## src/rtl/tw_pkg.sv

```systemverilog
package tw_pkg;
    localparam int WORD_W  = 10;
    localparam int HALF_W  = WORD_W / 2;
    localparam int SEG_W   = 2 * WORD_W;
    localparam int RUN_LEN = 4;
    localparam int N_WIN   = 11;
    localparam int ROW_W   = 2 * N_WIN;
    localparam int N_TRIG  = 6;
    localparam int TRIG_IW = $clog2(N_TRIG);
    localparam int N_TICK  = 33;
    localparam int OUT_W   = 16;
    localparam int ADDR_W  = 6;
endpackage

```

## src/rtl/tw_hit_scan.sv

```systemverilog
module tw_hit_scan
    import tw_pkg::*;
(
    input  logic [WORD_W-1:0] prev_i,
    input  logic [WORD_W-1:0] cur_i,
    output logic              early_o,
    output logic              late_o
);
    logic [SEG_W-1:0] seg;
    logic             run;

    // offset o counts from the earliest sample of the older word
    always_comb begin
        seg     = {prev_i, cur_i};
        early_o = 1'b0;
        late_o  = 1'b0;
        run     = 1'b0;
        for (int o = 0; o < WORD_W; o++) begin
            run = 1'b1;
            for (int b = 0; b < RUN_LEN; b++) begin
                run = run & seg[SEG_W-1-o-b];
            end
            if (o < HALF_W) early_o = early_o | run;
            else            late_o  = late_o | run;
        end
    end
endmodule

```

## src/rtl/tw_chan.sv

```systemverilog
module tw_chan
    import tw_pkg::*;
(
    input  logic                          clk,
    input  logic                          rst_n,
    input  logic [WORD_W-1:0]             cur_i,
    input  logic                          eval_i,
    input  logic                          last_i,
    input  logic [ROW_W-1:0]              row_i,
    input  logic [N_TRIG-1:0][N_WIN-1:0]  mask_i,
    output logic [N_TRIG-1:0]             trig_o
);
    typedef struct packed {
        logic [WORD_W-1:0] prev;
        logic [N_WIN-1:0]  win;
    } chan_st_t;

    chan_st_t         s_q, s_d;
    logic             early, late;
    logic [N_WIN-1:0] hit_win, fin_win;

    tw_hit_scan u_scan (
        .prev_i  (s_q.prev),
        .cur_i   (cur_i),
        .early_o (early),
        .late_o  (late)
    );

    always_comb begin
        for (int i = 0; i < N_WIN; i++) begin
            hit_win[i] = eval_i & ((early & row_i[2*i]) | (late & row_i[2*i+1]));
        end
        fin_win = s_q.win | hit_win;
        for (int j = 0; j < N_TRIG; j++) begin
            trig_o[j] = |(fin_win & mask_i[j]);
        end
        s_d      = s_q;
        s_d.prev = cur_i;
        s_d.win  = last_i ? '0 : fin_win;
    end

    always_ff @(posedge clk or negedge rst_n) begin
        if (!rst_n) s_q <= '0;
        else        s_q <= s_d;
    end
endmodule

```

## src/rtl/tw_seq.sv

```systemverilog
module tw_seq
    import tw_pkg::*;
#(
    parameter int DLY_W = 6
) (
    input  logic                          clk,
    input  logic                          rst_n,
    input  logic                          xing_i,
    input  logic                          bz_i,
    input  logic [DLY_W-1:0]              dly_i,
    input  logic                          we_i,
    input  logic [ADDR_W-1:0]             addr_i,
    input  logic [ROW_W-1:0]              data_i,
    output logic                          eval_o,
    output logic                          last_o,
    output logic [ROW_W-1:0]              row_o,
    output logic [N_TRIG-1:0][N_WIN-1:0]  mask_o,
    output logic                          bz_o
);
    localparam logic [ADDR_W-1:0] LAST_PH  = ADDR_W'(N_TICK - 1);
    localparam logic [ADDR_W-1:0] TBL_END  = ADDR_W'(N_TICK);
    localparam logic [ADDR_W-1:0] MASK_END = ADDR_W'(N_TICK + N_TRIG);

    typedef struct packed {
        logic [N_TICK-1:0][ROW_W-1:0] tbl;
        logic [N_TRIG-1:0][N_WIN-1:0] mask;
        logic                         armed;
        logic [DLY_W-1:0]             dly;
        logic                         act;
        logic [ADDR_W-1:0]            ph;
        logic                         bzp;
        logic                         bzc;
    } seq_st_t;

    seq_st_t             s_q, s_d;
    logic                start;
    logic [TRIG_IW-1:0]  midx;

    always_comb begin
        s_d   = s_q;
        start = 1'b0;
        midx  = TRIG_IW'(addr_i - TBL_END);

        if (we_i) begin
            if (addr_i < TBL_END)       s_d.tbl[addr_i] = data_i;
            else if (addr_i < MASK_END) s_d.mask[midx]  = data_i[N_WIN-1:0];
        end

        // a fresh strobe always overrides a pending one
        if (xing_i) begin
            s_d.bzp   = bz_i;
            s_d.dly   = dly_i;
            s_d.armed = (dly_i != '0);
            start     = (dly_i == '0);
        end else if (s_q.armed) begin
            s_d.dly = s_q.dly - DLY_W'(1);
            if (s_q.dly == DLY_W'(1)) begin
                s_d.armed = 1'b0;
                start     = 1'b1;
            end
        end

        if (s_q.act) begin
            if (s_q.ph == LAST_PH) s_d.act = 1'b0;
            else                   s_d.ph  = s_q.ph + ADDR_W'(1);
        end

        if (start) begin
            s_d.act = 1'b1;
            s_d.ph  = '0;
            s_d.bzc = xing_i ? bz_i : s_q.bzp;
        end
    end

    always_ff @(posedge clk or negedge rst_n) begin
        if (!rst_n) s_q <= '0;
        else        s_q <= s_d;
    end

    assign eval_o = s_q.act;
    assign last_o = s_q.act && (s_q.ph == LAST_PH);
    assign row_o  = s_q.tbl[s_q.ph];
    assign mask_o = s_q.mask;
    assign bz_o   = s_q.bzc;
endmodule

```

## src/rtl/tw_out_mux.sv

```systemverilog
module tw_out_mux
    import tw_pkg::*;
#(
    parameter int CHANNELS = 4
) (
    input  logic                         clk,
    input  logic                         rst_n,
    input  logic                         load_i,
    input  logic [CHANNELS*N_TRIG-1:0]   frame_i,
    input  logic                         bz_i,
    output logic [OUT_W-1:0]             word_o,
    output logic                         valid_o,
    output logic                         word0_o,
    output logic                         strobe_o,
    output logic                         bz_o
);
    localparam int FRAME_W = CHANNELS * N_TRIG;
    localparam int NWORDS  = (FRAME_W + OUT_W - 1) / OUT_W;
    localparam int PAD_W   = NWORDS * OUT_W;
    localparam int IDX_W   = (NWORDS > 1) ? $clog2(NWORDS) : 1;
    localparam logic [IDX_W-1:0] LAST_IDX = IDX_W'(NWORDS - 1);

    typedef struct packed {
        logic [NWORDS-1:0][OUT_W-1:0] words;
        logic                         busy;
        logic [IDX_W-1:0]             idx;
        logic                         bz;
    } mux_st_t;

    mux_st_t s_q, s_d;

    always_comb begin
        s_d = s_q;
        if (s_q.busy) begin
            if (s_q.idx == LAST_IDX) s_d.busy = 1'b0;
            else                     s_d.idx  = s_q.idx + IDX_W'(1);
        end
        if (load_i) begin
            s_d.words = PAD_W'(frame_i);
            s_d.busy  = 1'b1;
            s_d.idx   = '0;
            s_d.bz    = bz_i;
        end
    end

    always_ff @(posedge clk or negedge rst_n) begin
        if (!rst_n) s_q <= '0;
        else        s_q <= s_d;
    end

    assign word_o   = s_q.busy ? s_q.words[s_q.idx] : '0;
    assign valid_o  = s_q.busy;
    assign word0_o  = s_q.busy && (s_q.idx == '0);
    assign strobe_o = s_q.busy && !s_q.idx[0];
    assign bz_o     = s_q.busy && s_q.bz;
endmodule

```

## src/rtl/tw_occ_trigger.sv

```systemverilog
module tw_occ_trigger
    import tw_pkg::*;
#(
    parameter int CHANNELS = 4,
    parameter int DLY_W    = 6
) (
    input  logic                       clk,
    input  logic                       rst_n,
    input  logic [CHANNELS*WORD_W-1:0] word_i,
    input  logic                       xing_i,
    input  logic                       bz_i,
    input  logic [DLY_W-1:0]           start_dly_i,
    input  logic                       tbl_we_i,
    input  logic [ADDR_W-1:0]          tbl_addr_i,
    input  logic [ROW_W-1:0]           tbl_data_i,
    output logic [OUT_W-1:0]           trig_word_o,
    output logic                       word_valid_o,
    output logic                       word0_o,
    output logic                       bz_mark_o,
    output logic                       strobe_o
);
    localparam int FRAME_W = CHANNELS * N_TRIG;

    logic                          seq_eval;
    logic                          seq_last;
    logic [ROW_W-1:0]              seq_row;
    logic [N_TRIG-1:0][N_WIN-1:0]  seq_mask;
    logic                          seq_bz;
    logic [FRAME_W-1:0]            frame;

    tw_seq #(.DLY_W(DLY_W)) u_seq (
        .clk    (clk),
        .rst_n  (rst_n),
        .xing_i (xing_i),
        .bz_i   (bz_i),
        .dly_i  (start_dly_i),
        .we_i   (tbl_we_i),
        .addr_i (tbl_addr_i),
        .data_i (tbl_data_i),
        .eval_o (seq_eval),
        .last_o (seq_last),
        .row_o  (seq_row),
        .mask_o (seq_mask),
        .bz_o   (seq_bz)
    );

    for (genvar c = 0; c < CHANNELS; c++) begin : g_chan
        tw_chan u_chan (
            .clk    (clk),
            .rst_n  (rst_n),
            .cur_i  (word_i[c*WORD_W +: WORD_W]),
            .eval_i (seq_eval),
            .last_i (seq_last),
            .row_i  (seq_row),
            .mask_i (seq_mask),
            .trig_o (frame[c*N_TRIG +: N_TRIG])
        );
    end

    tw_out_mux #(.CHANNELS(CHANNELS)) u_mux (
        .clk      (clk),
        .rst_n    (rst_n),
        .load_i   (seq_last),
        .frame_i  (frame),
        .bz_i     (seq_bz),
        .word_o   (trig_word_o),
        .valid_o  (word_valid_o),
        .word0_o  (word0_o),
        .strobe_o (strobe_o),
        .bz_o     (bz_mark_o)
    );
endmodule

```

## config.mk

```make
export PLATFORM = sky130hd
export DESIGN_NAME = tw_occ_trigger
export DESIGN_NICKNAME = d
export VERILOG_FILES = /design/src/rtl/tw_pkg.sv /design/src/rtl/tw_hit_scan.sv /design/src/rtl/tw_chan.sv /design/src/rtl/tw_seq.sv /design/src/rtl/tw_out_mux.sv /design/src/rtl/tw_occ_trigger.sv
export SDC_FILE = /design/constraint.sdc
export NUM_CORES = 1
export LEC_CHECK = 0
export BUFFER_PORTS_ARGS = -buffer_cell sky130_fd_sc_hd__buf_2
export CAP_MARGIN = 20
export CORE_AREA = 2 2 286 288
export DETAILED_ROUTE_END_ITERATION = 8
export DIE_AREA = 0 0 288 290
export HOLD_SLACK_MARGIN = 0.06
export MAX_ROUTING_LAYER = met4
export PLACE_DENSITY = 0.75
export SLEW_MARGIN = 30
export SYNTH_ARGS = -nofsm -noshare
export SYNTH_HDL_FRONTEND = slang
export SYNTH_HIERARCHICAL = 1
export SYNTH_SLANG_ARGS = --single-unit
```

## constraint.sdc

```tcl
create_clock -name clk -period 2.93 [get_ports clk]
set_input_delay 0.586 -clock clk [delete_from_list [all_inputs] [get_ports clk]]
set_output_delay 0.586 -clock clk [all_outputs]
set_load 0.03 [all_outputs]
```

==> metrics.cfg <==
[critical_path]
path_class = flip-flop to flip-flop
critPathCapture = u_mux/s_q[9]$_DFFE_PN0P_
start_kind = flip-flop
cp_max_fo = 7
rr_startpoint = u_seq/s_q[2]$_DFFE_PN0P_
cpPeakStageDelay_ns = 0.54
cp_cell_sequence = buf_12, buf_12, buf_12, mux4_2, a22oi_2, buf_4, nand4_1, buf_4, and3_4, buf_6, a22oi_2, nor2b_4, a222oi_1, and3_1, nand3_1, mux2_4
reg2reg_to = u_mux/s_q[9]$_DFFE_PN0P_
cp_data_arrival_time_ns = 4.21
critPathLaunch = u_seq/s_q[2]$_DFFE_PN0P_
cp-end-kind = flip-flop
reg2reg_depth = 16
cp.required_ns = 3.45
critPathSlowestCell = dfrtp_4
rrSetupSlack_ns = -0.76
cp_common_cell = buf_12

[grt]
track_usage = 0.348
grt_pass1_vias = 32500
antenna_found_initial = 13
grt_pass1_wl_um = 211000
grt.overflow.total = 0
grt_max_degree = 109

[finish]
final_nets = 3592
fill_cells = 5575
areaGrowthSynthToFinish_pct = 19.4
layout-drive-gt1-share = 0.522
finalInstanceArea_um2 = 53200
fin_cells = 4652
post-route-util = 0.664

[timing]
maxSlewViolCount = 0
fin_crit_sh = 1.26
fmax_mhz = 271
fin_ws_ns = -0.759
rsz0062_at_grt = true
finalClockSkew_ns = 0.0488
tns_ns = -22.17
setup_viol = 65
min_period_ns = 3.69
maxSlewHeadroom = 0.296
tightest_slew_ns = 1.06
hold_slack_ns = 0.144
finalHoldViolCount = 0

[power]
powerDensity_nw_per_um2 = 881
swShare = 0.339
pwr-share-comb = 0.362
p_switching_mw = 15.9
p_leak_nw = 24.2
intPower_mw = 31.0
power.share.clock = 0.274
finalPower_mw = 46.9
power_frac_seq = 0.364
irDropWorstVdd_uv = 585

[detailed_routing]
drc = 0
drt_iter0_drc = 3497
viasPerCell = 6.66
route.met3.wl_um = 11000
drt-pass1-iter-count = 7
routedWlPerCell_um = 30.6
wl_met1_um = 57900
wl_met2_um = 68100
highest_layer = met4
finalWirelength_um = 143000
vias = 31000
ant_nets = 0

[hold_path]
hold_depth = 3
hold_path_class = primary input to flip-flop

[placed_design]
io_buffers = 98
place_ws_ns = -1.01
dpl.hpwl_um = 93200
dpl_cell_area_um2 = 47100
place.gp.congestion = 0.968
place_inst = 4348

[logic_synthesis]
synthCells = 3249
synth_warnings = 6
ys_seq_area_frac = 0.516
ys_ff_latch = 919
synthFlopType = dfrtp_1
ys_types = 68
syn_nets = 3334
syn_avg_cell_area_um2 = 13.7
synth-edff-count = 0
synthArstFlopShare = 1.00
syn-cell-area_um2 = 44600

[clocking]
max-clock-path-buffers = 3
path_clk_slew_ns = 0.06
clkLatencyLatePin_ns = 0.68
numCtsBuffers = 98
h-tree-depth = 3
cts-root-buf = clkbuf_16
cts_sinks = 919
tritoncts = built

[floorplan]
die_width_um = 288
num_rows = 104
fp.dieArea_um2 = 83500
die_h_um = 290
start_util = 0.556
coreArea_um2 = 80200
ios = 99

[flow_run]
cap_violations = 0

[run_status]
failed_checks = setup timing
status = finished with violations

## repair_timing
action | 4_1_cts | 5_1_grt
cloned | 3 | 4
resized for setup | 234 | 120
endpoints found under the setup margin | 69 | 68
hold buffers | 41 | 0
pin swaps | 92 | 90
hold endpoints to repair | 65 | 0
buffers inserted | 44 | 41
## power groups by stage
stage / logic, mW / clock network (mW) / registers (mW)
after floorplan: 9.04 / 0 / 15.7
after global placement: 13.4 / 0 / 17.0
after detailed placement: 13.6 / 0 / 17.1
after CTS: 15.7 / 13.0 / 16.9
after global routing: 17.7 / 13.6 / 17.2
final: 17.0 / 12.8 / 17.1
## layout by cell type, fill, tap and decap left out, types with 38 or more instances in the layout
cell / Yosys / routed
a222oi_1: 46 / 46
a22oi_1: 155 / 105
a22oi_2: 12 / 62
buf_12: 2 / 60
buf_2: 64 / 97
buf_4: 110 / 223
buf_6: 28 / 56
clkbuf_16: 0 / 103
dfrtp_1: 919 / 913
dlygate4sd3_1: 0 / 41
mux2_2: 890 / 886
mux2i_1: 60 / 53
mux4_2: 91 / 96
nand2_1: 90 / 87
nand3_1: 69 / 61
nor2_1: 97 / 59
nor2b_4: 0 / 38
## cell families after synthesis
kind of cell               after synthesis  synth area share
muxes                                 1087             0.303
DFF                                    919             0.516
and+or+nand+nor                        448            0.0535
AOI/OAI and AO/OA                      439            0.0784
buffers and inverters                  339            0.0454
xor gates and xnor gates                11           0.00216
adders and majority gates                6           0.00168
## Yosys cell counts (4+ instances only)
master,number,area [µm²]
and2_1,14,87.6
nor2b_2,12,105
or2_4,4,35.0
o22a_1,11,96.3
o2111ai_1,11,96.3
buf_1,5,18.8
a22o_1,41,359
nand2_1,90,338
mux2_4,28,420
and3_1,41,257
nor2_4,5,56.3
a221oi_1,48,420
mux4_1,14,368
ha_1,6,75.1
buf_6,28,315
clkbuf_1,118,443
o21ai_0,30,150
buf_2,64,320
a311oi_1,8,70.1
a32o_1,4,40.0
mux2i_1,60,601
a21o_1,8,60.1
xnor2_1,6,52.6
xor2_1,5,43.8
a21oi_1,27,135
mux4_2,91,2050
nand4_1,32,200
mux2_1,4,45.0
inv_1,7,26.3
a41o_1,8,80.1
buf_4,110,826
nor2b_1,51,319
o21ai_1,13,65.1
dfrtp_1,919,23000
nand3_1,69,345
a222oi_1,46,460
a22oi_1,155,1160
a22oi_2,12,150
nor3_1,6,30.0
mux2_2,890,10000
nor2_1,97,364
o221ai_1,8,70.1
o21bai_1,4,30.0
## critical path: cells and delay by family, from the launching register on
| family | cells | cell delay, ns |
|---|---|---|
| and+or+nand+nor | 5 | 0.71 |
| AOI/OAI and AO/OA | 3 | 0.69 |
| buffers and inverters | 6 | 0.89 |
| DFF | 1 | 0.54 |
| muxes | 2 | 0.69 |
## worst min-delay path by stage
stage / startpoint / to / slack, ns
after CTS: start_dly_i[5] / u_seq/s_q[14]$_DFFE_PN0P_ / 0.13
after floorplan: rst_n / g_chan[0].u_chan/s_q[0]$_DFF_PN0_ / 0.29
after global routing: bz_i / u_seq/s_q[1]$_DFF_PN0_ / 0.16
after global placement: u_seq/s_q[339]$_DFFE_PN0P_ / u_seq/s_q[339]$_DFFE_PN0P_ / 0.46
after detailed placement: u_seq/s_q[340]$_DFFE_PN0P_ / u_seq/s_q[340]$_DFFE_PN0P_ / 0.48
final: start_dly_i[5] / u_seq/s_q[14]$_DFFE_PN0P_ / 0.14
## layout make-up
| type | count | area [µm²] | area share |
|---|---|---|---|
| Sequential cell | 919 | 23000 | 0.432 |
| Multi-Input combinational cell | 1991 | 20800 | 0.391 |
| Timing Repair Buffer | 489 | 4680 | 0.0880 |
| Clock buffer | 140 | 2820 | 0.0530 |
| Tap cell | 1060 | 1330 | 0.0249 |
| Clock inverter | 36 | 524 | 0.00985 |
| Inverter | 8 | 30.0 | 0.000564 |
| Antenna cell | 9 | 22.5 | 0.000423 |
## registers in the layout (all words and copies together) (netlist names)
| name | flops |
|---|---|
| g_chan.u_chan/s_q | 84 |
| u_mux/s_q | 26 |
| u_mux/valid_o | 1 |
| u_seq/bz_o | 1 |
| u_seq/eval_o | 1 |
| u_seq/mask_o | 66 |
| u_seq/s_q | 740 |
## metal layers
layer,vias up,GRT usage
met3,347,0.0554
met1,16400,0.464
met5,-,-
li1,12700,-
met2,1482,0.539
met4,0,0.135
Power figures use the tool's default switching activity.
